==> src/rtl/plsr_pkg.sv <==
package plsr_pkg;
  typedef enum logic [1:0] {
    OP_HOLD  = 2'd0,
    OP_LOAD  = 2'd1,
    OP_SHIFT = 2'd2
  } plsr_op_e;
endpackage

==> src/rtl/plsr_sync.sv <==
module plsr_sync #(
  parameter int   STAGES  = 2,
  parameter logic RST_VAL = 1'b1
) (
  input  logic clk,
  input  logic rst,
  input  logic d,
  output logic q
);
  logic [STAGES-1:0] chain;

  always_ff @(posedge clk) begin
    if (rst) chain[0] <= RST_VAL;
    else     chain[0] <= d;
  end

  for (genvar i = 1; i < STAGES; i++) begin : g_stage
    always_ff @(posedge clk) begin
      if (rst) chain[i] <= RST_VAL;
      else     chain[i] <= chain[i-1];
    end
  end

  assign q = chain[STAGES-1];
endmodule

==> src/rtl/plsr_edge.sv <==
module plsr_edge (
  input  logic clk,
  input  logic rst,
  input  logic clk_s,
  input  logic inh_s,
  output logic rise
);
  logic comb_now;
  logic comb_prev;

  assign comb_now = clk_s | inh_s;

  always_ff @(posedge clk) begin
    if (rst) comb_prev <= 1'b1;
    else     comb_prev <= comb_now;
  end

  assign rise = comb_now & ~comb_prev;

  AST_NO_EDGE_AFTER_RESET: assert property (@(posedge clk) disable iff (rst)
    $past(rst) |-> !rise);
  AST_HELD_HIGH_NO_EDGE: assert property (@(posedge clk) disable iff (rst)
    ($past(clk_s) && clk_s) || ($past(inh_s) && inh_s) |-> !rise);
endmodule

==> src/rtl/plsr_stages.sv <==
module plsr_stages
  import plsr_pkg::*;
#(
  parameter int WIDTH = 8
) (
  input  logic             clk,
  input  logic             rst,
  input  plsr_op_e         op,
  input  logic [WIDTH-1:0] par_d,
  input  logic             ser_d,
  output logic             last_q,
  output logic             last_qn
);
  localparam int LAST = WIDTH - 1;

  logic [WIDTH-1:0] st_q;
  logic [WIDTH-1:0] st_d;
  logic             qn_q;

  always_comb begin
    unique case (op)
      OP_LOAD:  st_d = par_d;
      OP_SHIFT: st_d = {st_q[LAST-1:0], ser_d};
      default:  st_d = st_q;
    endcase
  end

  always_ff @(posedge clk) begin
    if (rst) begin
      st_q <= '0;
      qn_q <= 1'b1;
    end else begin
      st_q <= st_d;
      qn_q <= ~st_d[LAST];
    end
  end

  assign last_q  = st_q[LAST];
  assign last_qn = qn_q;

  AST_LOAD_COPIES: assert property (@(posedge clk) disable iff (rst)
    op == OP_LOAD |=> last_q == $past(par_d[LAST]));
  AST_SHIFT_ENTRY: assert property (@(posedge clk) disable iff (rst)
    op == OP_SHIFT |=> st_q[0] == $past(ser_d));
  AST_SHIFT_ADVANCE: assert property (@(posedge clk) disable iff (rst)
    op == OP_SHIFT |=> last_q == $past(st_q[LAST-1]));
  AST_COMPLEMENT: assert property (@(posedge clk) disable iff (rst)
    last_qn != last_q);
endmodule

==> src/rtl/plsr_top.sv <==
module plsr_top
  import plsr_pkg::*;
#(
  parameter int WIDTH       = 8,
  parameter int SYNC_STAGES = 2
) (
  input  logic             clk,
  input  logic             rst,
  input  logic             load_n,
  input  logic             shift_clk,
  input  logic             shift_inh,
  input  logic             ser_d,
  input  logic [WIDTH-1:0] par_d,
  output logic             serial_q,
  output logic             serial_qn
);
  logic     clk_s;
  logic     inh_s;
  logic     rise;
  plsr_op_e op;

  plsr_sync #(.STAGES(SYNC_STAGES), .RST_VAL(1'b1)) u_sync_clk (
    .clk(clk), .rst(rst), .d(shift_clk), .q(clk_s)
  );
  plsr_sync #(.STAGES(SYNC_STAGES), .RST_VAL(1'b1)) u_sync_inh (
    .clk(clk), .rst(rst), .d(shift_inh), .q(inh_s)
  );

  plsr_edge u_edge (
    .clk(clk), .rst(rst), .clk_s(clk_s), .inh_s(inh_s), .rise(rise)
  );

  always_comb begin
    if (!load_n)   op = OP_LOAD;
    else if (rise) op = OP_SHIFT;
    else           op = OP_HOLD;
  end

  plsr_stages #(.WIDTH(WIDTH)) u_stages (
    .clk(clk), .rst(rst), .op(op), .par_d(par_d), .ser_d(ser_d),
    .last_q(serial_q), .last_qn(serial_qn)
  );

  AST_LOAD_WINS: assert property (@(posedge clk) disable iff (rst)
    (!load_n && rise) |=> serial_q == $past(par_d[WIDTH-1]));
  AST_QUIET_HOLDS: assert property (@(posedge clk) disable iff (rst)
    (load_n && !rise) |=> $stable(serial_q));
endmodule

==> config.mk <==
export PLATFORM = sky130hd
export DESIGN_NAME = plsr_top
export DESIGN_NICKNAME = d
export VERILOG_FILES = /design/src/rtl/plsr_pkg.sv /design/src/rtl/plsr_sync.sv /design/src/rtl/plsr_edge.sv /design/src/rtl/plsr_stages.sv /design/src/rtl/plsr_top.sv
export SDC_FILE = /design/constraint.sdc
export NUM_CORES = 1
export LEC_CHECK = 0
export ABC_AREA = 0
export BUFFER_PORTS_ARGS = -buffer_cell sky130_fd_sc_hd__buf_2
export CORE_AREA = 3 3 40 42
export DETAILED_ROUTE_END_ITERATION = 7
export DIE_AREA = 0 0 43 45
export SLEW_MARGIN = 20
export SYNTH_ARGS = -nofsm -noshare
export SYNTH_HDL_FRONTEND = slang
export SYNTH_SLANG_ARGS = --single-unit
==> constraint.sdc <==
create_clock -name clk -period 2.7 [get_ports clk]
set_input_delay 0.135 -clock clk [delete_from_list [all_inputs] [get_ports clk]]
set_output_delay 0.135 -clock clk [all_outputs]
set_load 0.005 [all_outputs]
==> metrics.yaml <==
finish:
  finalInstanceArea_um2: 635.6
  syn_to_final_growth_pct: 19.81
  seq_area_um2: 280.3
  n_antenna_cell: 0
  final_layout_size_suffix_gt1_frac: 0.3425
  fillers: 134
  nNetsFinal: 88
  multiInputGateArea_um2: 225.2
  finalNonFillerCells: 88
grt:
  track_usage: 0.1172
  grt_pass1_vias: 346
  grt-ovfl-total: 0
  antenna_found_initial: 0
  grt_first_pass_wirelength_um: 1580
  grt_max_degree: 18
yosys:
  yosys_warnings: 0
  syn_nets: 72
  synth_area_um2: 530.5
  async_reset_ff_frac: 0
  post_synth.cell_area_avg_um2: 9.147
  yosysMostFrequentCell: "nand2_1"
  synth_ff_type: "dfxtp_1"
  yosys.area.top_type: "dfxtp_1"
  synthTopCellsByCount: "nand2_1 (15), dfxtp_1 (14), a311oi_1 (8), nor2_1 (8), or2_2 (4)"
  yosysSeqAreaShare: 0.5283
  synthTopCellsByArea: "dfxtp_1 (53%), a311oi_1 (13%), nand2_1 (11%)"
  synth_cell_type_count: 13
  yosys_register_bits: 14
  synth-edff-count: 0
  synth.top_cell.area_share: 0.5283
  synth_cells: 58
worst_setup_path:
  critPathCaptureType: "flip-flop"
  r2r_cells: 3
  slowest_delay_ns: 0.39
  critPathBufInv: 0
  crit_fanout: 8
  crit_arrival_ns: 1.44
  crit_type: "flip-flop to flip-flop"
  slowest_stage: "o21ba_1"
  critical_path.top_delay_family: "compound AO/OA/AOI/OAI gates"
  worstSetupStartpointType: "flip-flop"
  path_cells: "o21ba_1 > nand2_2 > a311o_1"
  crit_required_ns: 2.88
  worst-path-stages: 3
route:
  wl_um: 967
  dr_total_vias: 437
  viasPerCell: 4.966
  drc: 0
  drtIter0Drc: 10
  firstDrtPassIters: 4
  ant_nets: 0
  drt-wirelength-per-cell_um: 10.99
clocking:
  cts_tree: "yes"
  post-cts-setup-buffers: 0
  post_cts_resized: 0
  clock_path_buffers: 2
  clk_latency_ns: 0.28
  cts.sinks: 14
  clk_pin_slew_ns: 0.08
  htreeDepth: 1
  numCtsBuffers: 3
  cts-root-buf: "clkbuf_4"
  holdBufCountCts: 0
floorplan:
  chipWidth_um: 43
  coreArea_mm2: 0.001285
  chipHeight_um: 45
  placementRows: 13
  initial_core_util: 0.4129
  dieArea_mm2: 0.001935
  pin_count: 16
worst_hold_path:
  worstHoldPathType: "primary input to flip-flop"
  min_path_cells: 2
timing:
  finalCriticalPeriod_ns: 1.261
  setup_viol: 0
  whs_ns: 0.02628
  finalClockSkew_ns: 0.003070
  max_clock_freq_ghz: 0.7930
  drv_slew: 0
  hold_violations: 0
  tightest_slew_ns: 0.3499
  setup-tns-final_ns: 0
  fin_crit_sh: 0.4671
  slew_headroom: 0.7666
  rsz0062_at_grt: "false"
power_and_ir_drop:
  cellLeakagePower_uw: 0.0002592
  peakVddDrop_mv: 0.3162
  total_power_uw: 407.7
  p_per_area_mw_per_mm2: 641.4
job:
  drv_cap: 0
placement:
  dpl.hpwl_um: 651.9
  dpl-instance-area_um2: 599.3
  place_inst: 84
  portBuffers: 15
  place_congestion: 0.7234
run_status:
  outcome: "complete, no violations"
-- per-layer routing --
layer  up-vias  GRT usage  part of all wire
li1        229          -                 -
met1       192     0.1491              0.51
met2        12     0.1467              0.40
met3         4    0.05976             0.069
met4         0    0.09036             0.021
met5         -          0                 0
-- metrics by stage --
step | util | worst slack, ns
after floorplan | - | 1.601
after global placement | 0.4664 | 1.498
after detailed placement | 0.4664 | 1.448
after CTS | 0.4946 | 1.431
after global routing | 0.4946 | 1.379
final | 0.4946 | 1.439
-- report_power, final --
| part | internal [uW] | total [uW] | switching [uW] |
|---|---|---|---|
| registers | 219 | 224 | 5.58 |
| logic | 17.0 | 32.8 | 15.8 |
| clock network | 82.1 | 151 | 68.4 |
-- path summary, 6_finish.rpt --
kind	slack [ns]	to	startpoint
setup / recovery	1.44	u_stages.last_qn	u_edge.comb_prev
hold / removal	0.03	u_sync_clk.chain[0]	shift_clk
setup reg to reg	1.44	u_stages.last_qn	u_edge.comb_prev
hold reg to reg	0.41	u_sync_inh.q	u_sync_inh.chain[0]
-- cell families (layout without fill, tap and decap cells) --
logic type      after synthesis  in the layout  share of synthesized area
flops                        14             14                     0.5283
compound gates               11             11                     0.1910
simple gates                 29             29                     0.2335
buf+inv                       4             19                    0.04716
-- layout make-up --
type	count	share of cell area
clock buffers	4	0.05709
multi-input cells	40	0.3543
flip-flops and latches	14	0.4409
well taps	15	0.02953
repair buffers	15	0.1181
-- cells in the final DEF (no fill, tap or decap), drive strengths merged --
cell,instances
or2,4
o21ba,1
a311oi,8
nand2,16
or3,1
dfxtp,14
clkbuf,4
a311o,1
buf,15
o21bai,1
nor2,8
-- sequential cells by signal, summed over array words and instances, names as in the netlist, named ones only --
name              count
u_sync_clk.q          1
u_sync_clk.chain      1
u_edge.comb_prev      1
u_sync_inh.q          1
u_stages.st_q         7
u_sync_inh.chain      1
u_stages.last_qn      1
Power figures use the tool's default switching activity.
